## config.mk

```make
export PLATFORM = sky130hd
export DESIGN_NAME = spi_master_engine
export DESIGN_NICKNAME = d
export VERILOG_FILES = /design/src/rtl/spi_eng_pkg.sv /design/src/rtl/spi_eng_baud.sv /design/src/rtl/spi_eng_shifter.sv /design/src/rtl/spi_eng_rxbuf.sv /design/src/rtl/spi_master_engine.sv
export SDC_FILE = /design/constraint.sdc
export NUM_CORES = 1
export LEC_CHECK = 0
export BUFFER_PORTS_ARGS = -buffer_cell sky130_fd_sc_hd__buf_2
export CAP_MARGIN = 20
export CORE_MARGIN = 2
export CORE_UTILIZATION = 33
export CTS_CLUSTER_DIAMETER = 80
export DETAILED_ROUTE_END_ITERATION = 10
export HOLD_SLACK_MARGIN = 0.05
export PLACE_DENSITY_LB_ADDON = 0.05
export SETUP_SLACK_MARGIN = 0.4
export SLEW_MARGIN = 20
export SYNTH_ARGS = -nofsm -noshare
export SYNTH_HDL_FRONTEND = slang
export SYNTH_SLANG_ARGS = --single-unit
```

## constraint.sdc

```tcl
create_clock -name clk -period 2.1 [get_ports clk]
set_input_delay 0.21 -clock clk [delete_from_list [all_inputs] [get_ports clk]]
set_output_delay 0.21 -clock clk [all_outputs]
set_load 0.05 [all_outputs]
```

## src/rtl/spi_eng_pkg.sv

```systemverilog
package spi_eng_pkg;
  localparam int CHAR_W = 9;
  localparam int EDGE_W = $clog2(2 * CHAR_W + 1);

  typedef logic [CHAR_W-1:0] char_t;

  typedef struct packed {
    logic cpol;
    logic cpha;
    logic lsb_first;
    logic nine_bit;
  } spi_cfg_t;
endpackage

```

## src/rtl/spi_eng_baud.sv

```systemverilog
module spi_eng_baud #(
  parameter int BAUD_W = 8
) (
  input  logic              clk,
  input  logic              rst_n,
  input  logic              run,
  input  logic [BAUD_W-1:0] baud,
  output logic              tick
);
  logic [BAUD_W-1:0] cnt_q, cnt_n;

  assign tick = run & (cnt_q == baud);

  always_comb begin
    if (!run || tick) cnt_n = '0;
    else              cnt_n = cnt_q + BAUD_W'(1);
  end

  always_ff @(posedge clk or negedge rst_n) begin
    if (!rst_n) cnt_q <= '0;
    else        cnt_q <= cnt_n;
  end
endmodule

```

## src/rtl/spi_eng_shifter.sv

```systemverilog
module spi_eng_shifter
  import spi_eng_pkg::*;
(
  input  logic     clk,
  input  logic     rst_n,
  input  spi_cfg_t cfg,
  input  logic     load,
  input  char_t    load_data,
  input  logic     tick,
  input  logic     miso,
  output logic     active,
  output logic     sck,
  output logic     mosi,
  output logic     frame_end,
  output char_t    rx_char
);
  localparam logic [EDGE_W-1:0] EDGES_SHORT = EDGE_W'(2 * (CHAR_W - 1));
  localparam logic [EDGE_W-1:0] EDGES_LONG  = EDGE_W'(2 * CHAR_W);

  logic              active_q, active_n;
  logic              phase_q, phase_n;
  logic [EDGE_W-1:0] ecnt_q, ecnt_n, edge_no;
  char_t             tx_q, tx_n, rx_q, rx_n, rx_shifted, rx_full;
  logic              lead, last_edge, do_sample, do_shift, step;

  assign step       = tick & active_q;
  assign edge_no    = ecnt_q + EDGE_W'(1);
  assign lead       = ~ecnt_q[0];
  assign last_edge  = edge_no == (cfg.nine_bit ? EDGES_LONG : EDGES_SHORT);
  assign do_sample  = step & (cfg.cpha ? ~lead : lead);
  assign do_shift   = step & (cfg.cpha ? (lead & (ecnt_q != '0)) : ~lead);
  assign frame_end  = step & last_edge;
  assign rx_shifted = cfg.lsb_first ? {miso, rx_q[CHAR_W-1:1]} : {rx_q[CHAR_W-2:0], miso};
  assign rx_full    = do_sample ? rx_shifted : rx_q;

  always_comb begin
    if (cfg.nine_bit)       rx_char = rx_full;
    else if (cfg.lsb_first) rx_char = {1'b0, rx_full[CHAR_W-1:1]};
    else                    rx_char = {1'b0, rx_full[CHAR_W-2:0]};
  end

  assign mosi   = cfg.lsb_first ? tx_q[0] : (cfg.nine_bit ? tx_q[CHAR_W-1] : tx_q[CHAR_W-2]);
  assign sck    = cfg.cpol ^ phase_q;
  assign active = active_q;

  always_comb begin
    active_n = active_q;
    phase_n  = phase_q;
    ecnt_n   = ecnt_q;
    tx_n     = tx_q;
    rx_n     = rx_q;
    if (load) begin
      active_n = 1'b1;
      phase_n  = 1'b0;
      ecnt_n   = '0;
      tx_n     = load_data;
    end else if (step) begin
      ecnt_n  = edge_no;
      phase_n = ~phase_q;
      if (do_sample) rx_n = rx_shifted;
      if (do_shift)  tx_n = cfg.lsb_first ? (tx_q >> 1) : (tx_q << 1);
      if (last_edge) active_n = 1'b0;
    end
  end

  always_ff @(posedge clk or negedge rst_n) begin
    if (!rst_n) begin
      active_q <= 1'b0;
      phase_q  <= 1'b0;
      ecnt_q   <= '0;
      tx_q     <= '0;
      rx_q     <= '0;
    end else begin
      active_q <= active_n;
      phase_q  <= phase_n;
      ecnt_q   <= ecnt_n;
      tx_q     <= tx_n;
      rx_q     <= rx_n;
    end
  end
endmodule

```

## src/rtl/spi_eng_rxbuf.sv

```systemverilog
module spi_eng_rxbuf
  import spi_eng_pkg::*;
(
  input  logic  clk,
  input  logic  rst_n,
  input  logic  push,
  input  char_t push_data,
  input  logic  rd,
  input  logic  ovf_clr,
  output char_t data,
  output logic  rxc,
  output logic  ovf
);
  char_t data_q;
  logic  rxc_q, rxc_n, ovf_q, ovf_n;

  always_comb begin
    rxc_n = rxc_q;
    if (push)    rxc_n = 1'b1;
    else if (rd) rxc_n = 1'b0;
    ovf_n = ovf_q;
    if (push && rxc_q) ovf_n = 1'b1;
    else if (ovf_clr)  ovf_n = 1'b0;
  end

  always_ff @(posedge clk or negedge rst_n) begin
    if (!rst_n)    data_q <= '0;
    else if (push) data_q <= push_data;
  end

  always_ff @(posedge clk or negedge rst_n) begin
    if (!rst_n) begin
      rxc_q <= 1'b0;
      ovf_q <= 1'b0;
    end else begin
      rxc_q <= rxc_n;
      ovf_q <= ovf_n;
    end
  end

  assign data = data_q;
  assign rxc  = rxc_q;
  assign ovf  = ovf_q;
endmodule

```

## src/rtl/spi_master_engine.sv

```systemverilog
module spi_master_engine
  import spi_eng_pkg::*;
#(
  parameter int BAUD_W = 8
) (
  input  logic              clk,
  input  logic              rst_n,
  input  logic              cfg_cpol,
  input  logic              cfg_cpha,
  input  logic              cfg_lsb_first,
  input  logic              cfg_nine_bit,
  input  logic              cfg_rx_en,
  input  logic [BAUD_W-1:0] cfg_baud,
  input  logic              wr_valid,
  input  logic [8:0]        wr_data,
  output logic              wr_reject,
  input  logic              rd_strobe,
  output logic [8:0]        rd_data,
  input  logic              ovf_clear,
  output logic              flag_dre,
  output logic              flag_txc,
  output logic              flag_rxc,
  output logic              flag_ovf,
  output logic              sck,
  output logic              mosi,
  input  logic              miso
);
  spi_cfg_t cfg;
  char_t    hold_q, rx_char;
  logic     dre_q, dre_n, txc_q, txc_n, rej_q, rej_n;
  logic     shifting, tick, frame_end, load, accept;

  assign cfg = '{cpol: cfg_cpol, cpha: cfg_cpha, lsb_first: cfg_lsb_first, nine_bit: cfg_nine_bit};

  assign accept = wr_valid & dre_q;
  assign load   = ~shifting & ~dre_q;

  always_comb begin
    dre_n = dre_q;
    txc_n = txc_q;
    rej_n = wr_valid & ~dre_q;
    if (accept) begin
      dre_n = 1'b0;
      txc_n = 1'b0;
    end else if (load) begin
      dre_n = 1'b1;
    end
    if (frame_end && dre_q && !accept) txc_n = 1'b1;
  end

  always_ff @(posedge clk or negedge rst_n) begin
    if (!rst_n)      hold_q <= '0;
    else if (accept) hold_q <= wr_data;
  end

  always_ff @(posedge clk or negedge rst_n) begin
    if (!rst_n) begin
      dre_q <= 1'b1;
      txc_q <= 1'b0;
      rej_q <= 1'b0;
    end else begin
      dre_q <= dre_n;
      txc_q <= txc_n;
      rej_q <= rej_n;
    end
  end

  spi_eng_baud #(.BAUD_W(BAUD_W)) u_baud (
    .clk  (clk),
    .rst_n(rst_n),
    .run  (shifting),
    .baud (cfg_baud),
    .tick (tick)
  );

  spi_eng_shifter u_shift (
    .clk      (clk),
    .rst_n    (rst_n),
    .cfg      (cfg),
    .load     (load),
    .load_data(hold_q),
    .tick     (tick),
    .miso     (miso),
    .active   (shifting),
    .sck      (sck),
    .mosi     (mosi),
    .frame_end(frame_end),
    .rx_char  (rx_char)
  );

  spi_eng_rxbuf u_rxbuf (
    .clk      (clk),
    .rst_n    (rst_n),
    .push     (frame_end & cfg_rx_en),
    .push_data(rx_char),
    .rd       (rd_strobe),
    .ovf_clr  (ovf_clear),
    .data     (rd_data),
    .rxc      (flag_rxc),
    .ovf      (flag_ovf)
  );

  assign flag_dre  = dre_q;
  assign flag_txc  = txc_q;
  assign wr_reject = rej_q;
endmodule

```

* Yosys cells after proc, flatten, opt, wreduce, memory -nomap -nowiden *
Cells that the tools add are included.

word-level totals
  bits in registers = 56
  output and inout bits = 16
  word-level logic and storage cells = 79

cells by class
  $add $sub $neg = 2
  equal/unequal tests = 2
  mux-type cells = 29
  bitwise logic cells = 16
  reduce and logical (&&, ||, !) cells = 17

operators with widths
  kind                                          count
  two-way mux 9 bit                             7
  two-way mux 1 bit                             17
  two-way mux 8 bit                             2
  nonzero test 2 bit                            7
  AND 1 bit                                     10
  two-way mux 5 bit                             2
  adder 8 x 1 -> 8 bit (second input constant)  1
  == test 8 bit                                 1
  AND reduction 2 bit                           3
  adder 5 x 1 -> 5 bit (second input constant)  1
  == test 5 bit                                 1
  NOT 1 bit                                     5
  nonzero test 5 bit                            1
  logical AND 1 bit                             3
  zero test 1 bit                               2
  two-way mux 2 bit                             1
  logical OR 1 bit                              1
  bitwise XOR 1 bit                             1

* Depth between registers and ports, before layout *
Gate-level depths: netlist of the first run.

  word-level depth = 7
  depth in mapped cells = 8
  gate-level depth less buffers = 7

* Modules after synthesis *
A second synthesis of the first run with hierarchy kept.

second synthesis, totals
  cell total of the unflattened synthesis = 254
  area, all modules = 3,009.1 µm²

by module, submodules not included
  module             times used  cells an instance  area an instance (µm²)  sequential area each (µm²)
  spi_eng_shifter    1           154                1,612.8                 625.6
  spi_eng_baud       1           46                 500.5                   200.2
  spi_master_engine  1           28                 452.9                   301.5
  spi_eng_rxbuf      1           26                 442.9                   275.3

* Least setup slack after synthesis of the first run *
No wires, ideal clock.

  path type = input-to-output
  start = in cfg_lsb_first
  end = out mosi
  arrival = 2.022 ns
  data required time = 1.890 ns
  setup slack = -0.132 ns
  cell stages on the path = 4
  path buffers = 3
  cells stage by stage = buf_2 -> clkbuf_1 -> clkbuf_1 -> o21ai_0

between the ends
  word-level cells in the longest chain between the ends = 1

RTL lines
  element            RTL line                 RTL
  start, declared    spi_master_engine.sv:10  input logic cfg_lsb_first,
  two-way mux 1 bit  spi_eng_shifter.sv:42    assign mosi = cfg.lsb_first ? tx_q[0] : (cfg.nine_bit ? tx_q[CHAR_W-1] : tx_q[CHAR_W-2]);
  end, declared      spi_master_engine.sv:25  output logic mosi,

Every way passes these cells.

* Worst setup path after layout of the first run *
  start = reg u_baud.cnt_q[7]
  end = reg u_rxbuf.data_q[6] (netlist: u_rxbuf.data[6])

between the ends
  word-level cells in the longest chain between the ends = 7
  elaborated cells on any way between the ends = 9
  those cells by class = eq/ne (1); mux (3); bitwise (5)

RTL lines
  element                 RTL line               RTL
  start, declared         spi_eng_baud.sv:10     logic [BAUD_W-1:0] cnt_q, cnt_n;
  start signal, assigned  spi_eng_baud.sv:21     else cnt_q <= cnt_n;
  == test 8 bit *         spi_eng_baud.sv:12     assign tick = run & (cnt_q == baud);
  AND 1 bit *             spi_eng_baud.sv:12
  AND 1 bit *             spi_eng_shifter.sv:26  assign step = tick & active_q;
  AND 1 bit               spi_eng_shifter.sv:30  assign do_sample = step & (cfg.cpha ? ~lead : lead);
  two-way mux 9 bit       spi_eng_shifter.sv:34  assign rx_full = do_sample ? rx_shifted : rx_q;
  two-way mux 8 bit       spi_eng_shifter.sv:38  else if (cfg.lsb_first) rx_char = {1'b0, rx_full[CHAR_W-1:1]};
  two-way mux 9 bit       spi_eng_shifter.sv:37  if (cfg.nine_bit) rx_char = rx_full;
  end signal, assigned    spi_eng_rxbuf.sv:28    else if (push) data_q <= push_data;
  end, declared           spi_eng_rxbuf.sv:14    char_t data_q;

Mark *: on every way between the ends. The rest lies on a longest branch, timed or not.
A chain may end at the register's enable or synchronous reset.

==> out/qor.txt, run 1 <==
Startpoint types = flip-flop
Rows = 35
Largest family of logic cells by synthesized area = multiplexers
Mean Syn Cell Area = 10.73 µm²
Net Count, Synth = 317
Num ports = 44
Max Buffers Root-to-Sink = 2
Switching pwr = 0.8989 mW
Crit end category = flip-flop
Initial Util = 33.53%
TritonCTS Sinks = 56
Syn. warnings = 0
Post-DP HPWL = 4.905 mm
PortBufs = 43
Hold Path Class = in -> reg
Final hold vios = 0
CP bufs+invs = 1
Diode count = 0
Critical Path AT = 2.27 ns
Combinational share of power = 29.2%
Vias in the first global route = 2308
Final nets = 385
Post-detailed-route wirelength per cell = 14.88 µm
Clock share of power = 23.5%
WS Path Type = reg -> reg
Fraction of synthesized area in multiplexers = 22.87%
XOR/XNOR Fraction of Synth Area = 5.137%
Antenna-violating nets left = 0
Peak VDD IR = 0.0002792 V
Final period utilization = 98.24%
Largest net degree at the start of global routing = 27
Area leader, netlist = dfrtp_1
RSZ-0062 raised after global routing = true
Synth Area in Adders = 1.223%
Initial DRC count = 37
Max_cap viols = 0
Number of vias per cell = 4.912
Top_reg_cell synth = dfrtp_1
Chip width = 100.4 µm
Cells after Synth = 286
Critical path cell sequence = xor2_2, nor4_4, nand3_4, nor4b_4, buf_12, mux2_4
Syn Std Cell Area = 3069 µm²
Layout cell share with drive strength beyond 1 = 38.03%
Synth Area in Simple Gates = 14.92%
Async set-reset flop share out of synthesis = 100.0%
Fraction of power consumed by sequential logic = 47.3%
Max_slew headroom = 58.03%
Count of cell types in the netlist = 38
Final Max Tran Viols = 0
Largest delay share family, worst path = simple AND/OR/NAND/NOR gates
Clk_skew = 0.006127 ns
CTS tree = yes
Switching part of the total = 33.03%
Commonest cells in the netlist = 55 x dfrtp_1, 42 x mux2i_1, 32 x nand2_1, 31 x o21ai_0, 25 x mux2_2
DRC = 0
Worst slew pin tran = 0.6295 ns
Post-synth EDFFs = 0
Internal power = 1.822 mW
Fin crit period = 2.063 ns
Critical-path top delay cell = dfrtp_1
Fmax = 484.7 MHz
Synth Area in Compound Gates = 7.175%
Detailed Routing Iterations Pass 1 = 4
Largest fanout on the critical path = 9
GRT Util Overall = 14.53%
Critical path required time = 2.31 ns
Most frequent cell after synthesis = dfrtp_1
Global-route wire length before repair = 11.59 mm
Leak pwr = 1.930 nW
H-tree depth = 2
Final design utilization = 42.69%
Die height = 100.4 µm
Root buf cell = clkbuf_8
Clock latency on the worst-skew pair = 0.31 ns
Clk slew on worst S/H paths = 0.10 ns
Largest stage delay, worst path = 0.42 ns
Initial antenna violation count = 0
Register area share after synthesis = 45.70%
Routed WL = 6.935 mm
Setup violations, final = 0
Via count = 2289
Synth area leaders = dfrtp_1 45%, mux2i_1 14%, mux2_2 9.2%
Total gr overflow = 0
Post-synth top area share = 44.84%
Total Power = 2.721 mW
Status = finished, final reports clean
Fillers = 924
Global placer's final weighted congestion = 0.7974
CTS buffer count = 5
Area Growth Syn to Fin = 27.31%
Full die area = 10090 µm²
Total core area = 9153 µm²
Cell Pwr Density = 696.4 nW/µm²
Synthesized flop and latch total = 56
==> final timing paths <==
check	startpoint	endpoint	slack, ns	cells past startpoint
min	wr_data[3]	hold_q[3]	0.12	2
max in group asynchronous	rst_n	u_shift.active	1.09	3
max reg2reg	u_baud.cnt_q[7]	u_rxbuf.data[6]	0.04	6
min reg2reg	hold_q[1]	u_shift.tx_q[1]	0.49	2
max	u_baud.cnt_q[7]	u_rxbuf.data[6]	0.04	6
min in group asynchronous	rst_n	u_shift.rx_q[2]	0.44	2
==> worst reg2reg max path, cell delays in order (launching register included) <==
cell and delay, ns:
dfrtp_1 0.42, xor2_2 0.16, nor4_4 0.36, nand3_4 0.13
nor4b_4 0.39, buf_12 0.19, mux2_4 0.30
==> power groups by stage <==
| stage | logic [mW] | clock network, mW | registers [mW] |
|---|---|---|---|
| 2_1_floorplan | 0.457 | 0 | 1.31 |
| 3_3_place_gp | 0.694 | 0 | 1.32 |
| 3_5_place_dp | 0.695 | 0 | 1.31 |
| 4_1_cts | 0.790 | 0.684 | 1.29 |
| 5_1_grt | 0.885 | 0.713 | 1.30 |
| 6_report | 0.795 | 0.639 | 1.29 |
==> registers in the layout (all words and copies together) (netlist names) <==
register         flops
u_shift.active       1
u_rxbuf.ovf          1
flag_dre             1
u_rxbuf.data         9
u_baud.cnt_q         8
u_shift.phase_q      1
u_shift.rx_q         9
wr_reject            1
u_rxbuf.rxc          1
u_shift.ecnt_q       5
u_shift.tx_q         9
hold_q               9
flag_txc             1
==> through the flow <==
stage          TNS [ns]  hold WS [ns]  instance area, µm²  setup slack [ns]  cells
5_1_grt         -0.3226        0.1101                3908          -0.03391    466
4_1_cts               0        0.1017                3787           0.07906    463
3_5_place_dp          0        0.2770                3567           0.07012    445
3_3_place_gp          0        0.2753                3567           0.07502    445
2_1_floorplan         0      -0.08559                3126           0.04734    286
6_report              0        0.1186                3908           0.03691    466
==> kinds of logic after synthesis <==
group           count (synthesis)
simple gates                   81
compound gates                 40
flops                          56
mux                            67
buf+inv                        21
xor+xnor                       18
fa+ha+maj                       3
==> cell type report <==
type | instances | area, µm² | share of cell area, %
Inverter | 6 | 22.52 | 0.5764
Clock inverter | 2 | 15.01 | 0.3842
Tap cell | 111 | 138.9 | 3.554
Multi-Input combinational cell | 210 | 1710 | 43.77
Timing Repair Buffer | 75 | 535.5 | 13.70
Clock buffer | 6 | 82.58 | 2.113
Sequential cell | 56 | 1403 | 35.90
==> timing repair <==
| item | CTS | global route |
|---|---|---|
| gates cloned | 1 | 1 |
| pin swaps | 3 | 2 |
| setup endpoints to repair | 31 | 39 |
| hold endpoints to repair | 22 | 0 |
| hold buffers | 1 | 0 |
| setup buffers | 8 | 2 |
| gates resized for setup | 13 | 24 |
==> placed cells by master, fill, tap and decap left out, drive strengths merged, types with 3 or more instances in the layout <==
| cell | count |
|---|---|
| buf | 73 |
| mux2 | 25 |
| nor4b | 3 |
| clkbuf | 7 |
| nand2b | 4 |
| o21ai | 31 |
| nand3 | 19 |
| ha | 3 |
| xor2 | 16 |
| mux2i | 42 |
| nor2 | 9 |
| inv | 6 |
| and3 | 4 |
| dfrtp | 55 |
| nand2 | 32 |
==> metal layers <==
layer | part of all wire [%] | routed length, µm | track usage [%] | up-vias
met4 | 1.4 | 95 | 4.426 | 0
met1 | 47 | 3276 | 19.45 | 1097
met3 | 3.2 | 219 | 2.646 | 8
li1 | - | - | - | 1140
met5 | 0 | 0 | 0 | -
met2 | 48 | 3343 | 23.95 | 44
No activity file was read; power rests on OpenSTA's default activity.
==> run 2, diff against run 1 <==
--- a/config.mk
+++ b/config.mk
@@ -12,6 +12,7 @@
 export CTS_CLUSTER_DIAMETER = 80
 export DETAILED_ROUTE_END_ITERATION = 10
 export HOLD_SLACK_MARGIN = 0.05
+export MAX_ROUTING_LAYER = met4
 export PLACE_DENSITY_LB_ADDON = 0.05
 export SETUP_SLACK_MARGIN = 0.4
 export SLEW_MARGIN = 20
==> out/qor.txt, run 2 (synthesis gave the netlist of run 1 again) <==
Initial antenna violation count = 0
Critical Path AT = 2.27 ns
Area after DPL = 3567 µm²
Layout cell share with drive strength beyond 1 = 38.03%
Critical Path Start = u_baud.cnt_q[7]
Crit Reg-Reg Endpoint = u_rxbuf.data[6]
Max_cap viols = 0
Hold Path Class = in -> reg
Diode count = 0
Final period utilization = 98.25%
Chip width = 100.4 µm
Setup Slack @ Placement = 0.07012 ns
Final design utilization = 42.69%
Largest fanout on the critical path = 9
Worst slew pin tran = 0.6295 ns
Initial DRC count = 45
Post-detailed-route wirelength per cell = 14.95 µm
Leak pwr = 1.930 nW
Vias in the first global route = 2305
Min-delay src = wr_data[3]
PortBufs = 43
Max Buffers Root-to-Sink = 2
Detailed Routing Iterations Pass 1 = 4
Antenna-violating nets left = 0
Crit end category = flip-flop
Post-route setup slack = 0.03675 ns
CTS tree = yes
Cell Pwr Density = 696.8 nW/µm²
Fmax = 484.7 MHz
Number of vias per cell = 4.921
Worst Hold Slack = 0.1191 ns
RSZ-0062 raised after global routing = true
R2r startpoint = u_baud.cnt_q[7]
Max_slew headroom = 58.03%
Root buf cell = clkbuf_8
Rows = 35
CTS buffer count = 5
R2R setup slack = 0.04 ns
Most frequent cells in the layout = 55 x dfrtp_1, 43 x buf_2, 42 x mux2i_1
Via count = 2293
Global-route wire length before repair = 11.59 mm
Most common cell after layout, fill and taps aside = dfrtp_1
DRC = 0
Area Growth Syn to Fin = 27.31%
Clock latency on the worst-skew pair = 0.31 ns
GRT Util Overall = 14.96%
Total Power = 2.723 mW
Fin crit period = 2.063 ns
Largest net degree at the start of global routing = 27
Setup violations, final = 0
Global placer's final weighted congestion = 0.8089
Num ports = 44
Worst reg-to-reg path cell count = 6
Post-DP HPWL = 4.905 mm
Design area = 3908 µm²
Worst hold endpoint = hold_q[3]
Final nets = 385
Peak VDD IR = 0.0002792 V
Total core area = 9153 µm²
Final Max Tran Viols = 0
Critical path required time = 2.30 ns
H-tree depth = 2
Hold depth = 2
Clk slew on worst S/H paths = 0.10 ns
Die height = 100.4 µm
Total gr overflow = 0
TritonCTS Sinks = 56
Startpoint types = flip-flop
Full die area = 10090 µm²
Status = finished, final reports clean
Clk_skew = 0.005043 ns
Routed WL = 6.965 mm
WS Path Type = reg -> reg
Initial Util = 33.53%
Final hold vios = 0
run 2: where the power goes:
| group | internal (mW) | leakage, nW | switching (mW) | total [mW] |
|---|---|---|---|---|
| Sequential | 1.18 | 0.707 | 0.104 | 1.29 |
| Clock | 0.268 | 0.0434 | 0.371 | 0.640 |
| Combinational | 0.371 | 1.18 | 0.425 | 0.796 |
| Total | 1.82 | 1.93 | 0.900 | 2.72 |
run 2: what timing repair did:
action | in CTS | in global routing
setup buffers | 8 | 2
gates resized for setup | 13 | 24
hold endpoints to repair | 22 | 0
endpoints found under the setup margin | 31 | 39
hold buffers | 1 | 0
pin swaps | 3 | 2
gates cloned | 1 | 1
run 2: worst max-delay path, stage by stage, from the launching register on:
cell and delay, ns:
dfrtp_1 0.42, xor2_2 0.16, nor4_4 0.36, nand3_4 0.13, nor4b_4 0.38, buf_12 0.19
mux2_4 0.30
run 2: final cells by class:
type / count / area (µm²)
Fill cell: 924 / 5245
Clock inverter: 2 / 15.01
Tap cell: 111 / 138.9
Clock buffer: 6 / 82.58
Sequential cell: 56 / 1403
Inverter: 6 / 22.52
Timing Repair Buffer: 75 / 535.5
Multi-Input combinational cell: 210 / 1710
run 2: metal layers:
layer	vias up	track usage, %	part of all wire (%)	wire length (µm)
li1	1142	-	-	-
met1	1095	19.54	47	3283
met2	48	23.95	49	3396
met3	8	2.507	3.0	211
met4	0	4.426	1.0	73
met5	-	-	0	0
run 2: worst max path at each step:
stage	slack, ns	end	cells after the start
final	0.04	u_rxbuf.data[6]	6
after global routing	-0.03	u_rxbuf.data[7]	6
after CTS	0.08	u_rxbuf.data[7]	6
after detailed placement	0.07	u_rxbuf.data[2]	6
after global placement	0.08	u_rxbuf.data[2]	6
after floorplan	0.05	u_rxbuf.data[0]	6
run 2: metrics by stage:
step / setup TNS, ns / instances
2_1_floorplan: 0 / 286
3_3_place_gp: 0 / 445
3_5_place_dp: 0 / 445
4_1_cts: 0 / 463
5_1_grt: -0.3227 / 466
6_report: 0 / 466
==> run 3, diff against run 2 <==
==> constraint.sdc (replaced) <==
create_clock -name clk -period 2.1 [get_ports clk]
set_input_delay 0.105 -clock clk [delete_from_list [all_inputs] [get_ports clk]]
set_output_delay 0.105 -clock clk [all_outputs]
set_load 0.05 [all_outputs]
==> out/qor.txt, run 3 (synthesis gave the netlist of run 1 again) <==
Antenna-violating nets left = 0
Initial antenna violation count = 0
Diode count = 0
Setup Slack @ Placement = 0.04505 ns
Number of vias per cell = 4.871
Global-route wire length before repair = 11.69 mm
WS Path Type = reg -> reg
Detailed Routing Iterations Pass 1 = 4
Post-detailed-route wirelength per cell = 14.53 µm
Worst Hold Slack = 0.06376 ns
Layout cell share with drive strength beyond 1 = 37.84%
H-tree depth = 2
Root buf cell = clkbuf_8
Routed WL = 6.988 mm
Fin crit period = 1.993 ns
Leak pwr = 2.035 nW
Design area = 4106 µm²
Area Growth Syn to Fin = 33.80%
PortBufs = 43
Worst slew pin tran = 0.6469 ns
DRC = 0
Placed insts = 440
Peak VDD IR = 0.0002589 V
Startpoint types = flip-flop
Final hold vios = 0
Largest fanout on the critical path = 9
Rows = 35
CTS buffer count = 5
Critical path required time = 2.31 ns
CTS tree = yes
Max_slew headroom = 56.87%
Crit end category = flip-flop
Num ports = 44
Clock latency on the worst-skew pair = 0.32 ns
Setup TNS = 0 ns
Fillers = 878
Post-route setup slack = 0.1075 ns
GRT Util Overall = 15.11%
Clk slew on worst S/H paths = 0.11 ns
Final Max Tran Viols = 0
Area after DPL = 3533 µm²
Hold Path Class = in -> reg
Die height = 100.4 µm
Most frequent cells in the layout = 54 x dfrtp_1, 43 x buf_2, 42 x mux2i_1
Fmax = 501.9 MHz
Setup violations, final = 0
Total Power = 2.862 mW
RSZ-0062 raised after global routing = true
Cell Pwr Density = 696.9 nW/µm²
Max_cap viols = 0
Layout Cells excl Fill = 481
Status = finished, final reports clean
Total core area = 9153 µm²
Global placer's final weighted congestion = 0.8078
Initial Util = 33.53%
Total gr overflow = 0
Via count = 2343
Max Buffers Root-to-Sink = 2
Chip width = 100.4 µm
TritonCTS Sinks = 56
Most common cell after layout, fill and taps aside = dfrtp_1
Final nets = 400
Final design utilization = 44.87%
Critical Path AT = 2.20 ns
Vias in the first global route = 2381
Full die area = 10090 µm²
Final period utilization = 94.88%
Initial DRC count = 38
Post-DP HPWL = 4.887 mm
Largest net degree at the start of global routing = 32
Clk_skew = 0.01083 ns
[run 3: repair_timing]
action,in CTS,in global routing
endpoints found under the hold margin,36,0
hold buffers,12,0
buffers inserted,15,5
resized for setup,30,16
cloned,1,0
pin swaps,7,6
endpoints found under the setup margin,31,44
[run 3: power by group]
group	internal, mW	switching, mW	total [mW]
Sequential	1.18	0.105	1.29
Combinational	0.405	0.422	0.827
Clock	0.362	0.384	0.746
Total	1.95	0.911	2.86
[run 3: worst paths after layout]
| kind | slack, ns | cells past startpoint | from | end |
|---|---|---|---|---|
| hold reg to reg | 0.49 | 2 | hold_q[3] | u_shift.tx_q[3] |
| min in group asynchronous | 0.33 | 2 | rst_n | u_rxbuf.data[1] |
| setup / recovery | 0.11 | 6 | u_baud.cnt_q[1] | u_rxbuf.data[2] |
| hold / removal | 0.06 | 3 | ovf_clear | u_rxbuf.ovf |
| max in group asynchronous | 1.10 | 3 | rst_n | flag_dre |
| setup reg to reg | 0.11 | 6 | u_baud.cnt_q[1] | u_rxbuf.data[2] |
[run 3: layout make-up]
cell class / count / area (µm²) / share of cell area, %
multi-input combinational: 209 / 1697 / 41.32
sequential: 56 / 1404 / 34.19
timing repair buffer: 91 / 733.2 / 17.85
tap: 111 / 138.9 / 3.382
clock buffer: 6 / 72.57 / 1.767
clock inverter: 2 / 38.79 / 0.9445
inverter: 6 / 22.52 / 0.5484
[run 3: metal layers]
layer | up-vias | routed length [µm] | track usage [%]
li1 | 1165 | - | -
met3 | 10 | 190 | 2.577
met1 | 1128 | 3217 | 18.83
met4 | 0 | 114 | 4.742
met2 | 40 | 3465 | 25.09
met5 | - | 0 | -
[run 3: worst max-delay path, stage by stage (launching register included)]
cell	delay [ns]
dfrtp_1	0.42
xor2_2	0.16
nor4_4	0.38
nand3_4	0.13
nor4b_4	0.31
buf_12	0.18
mux2_4	0.30
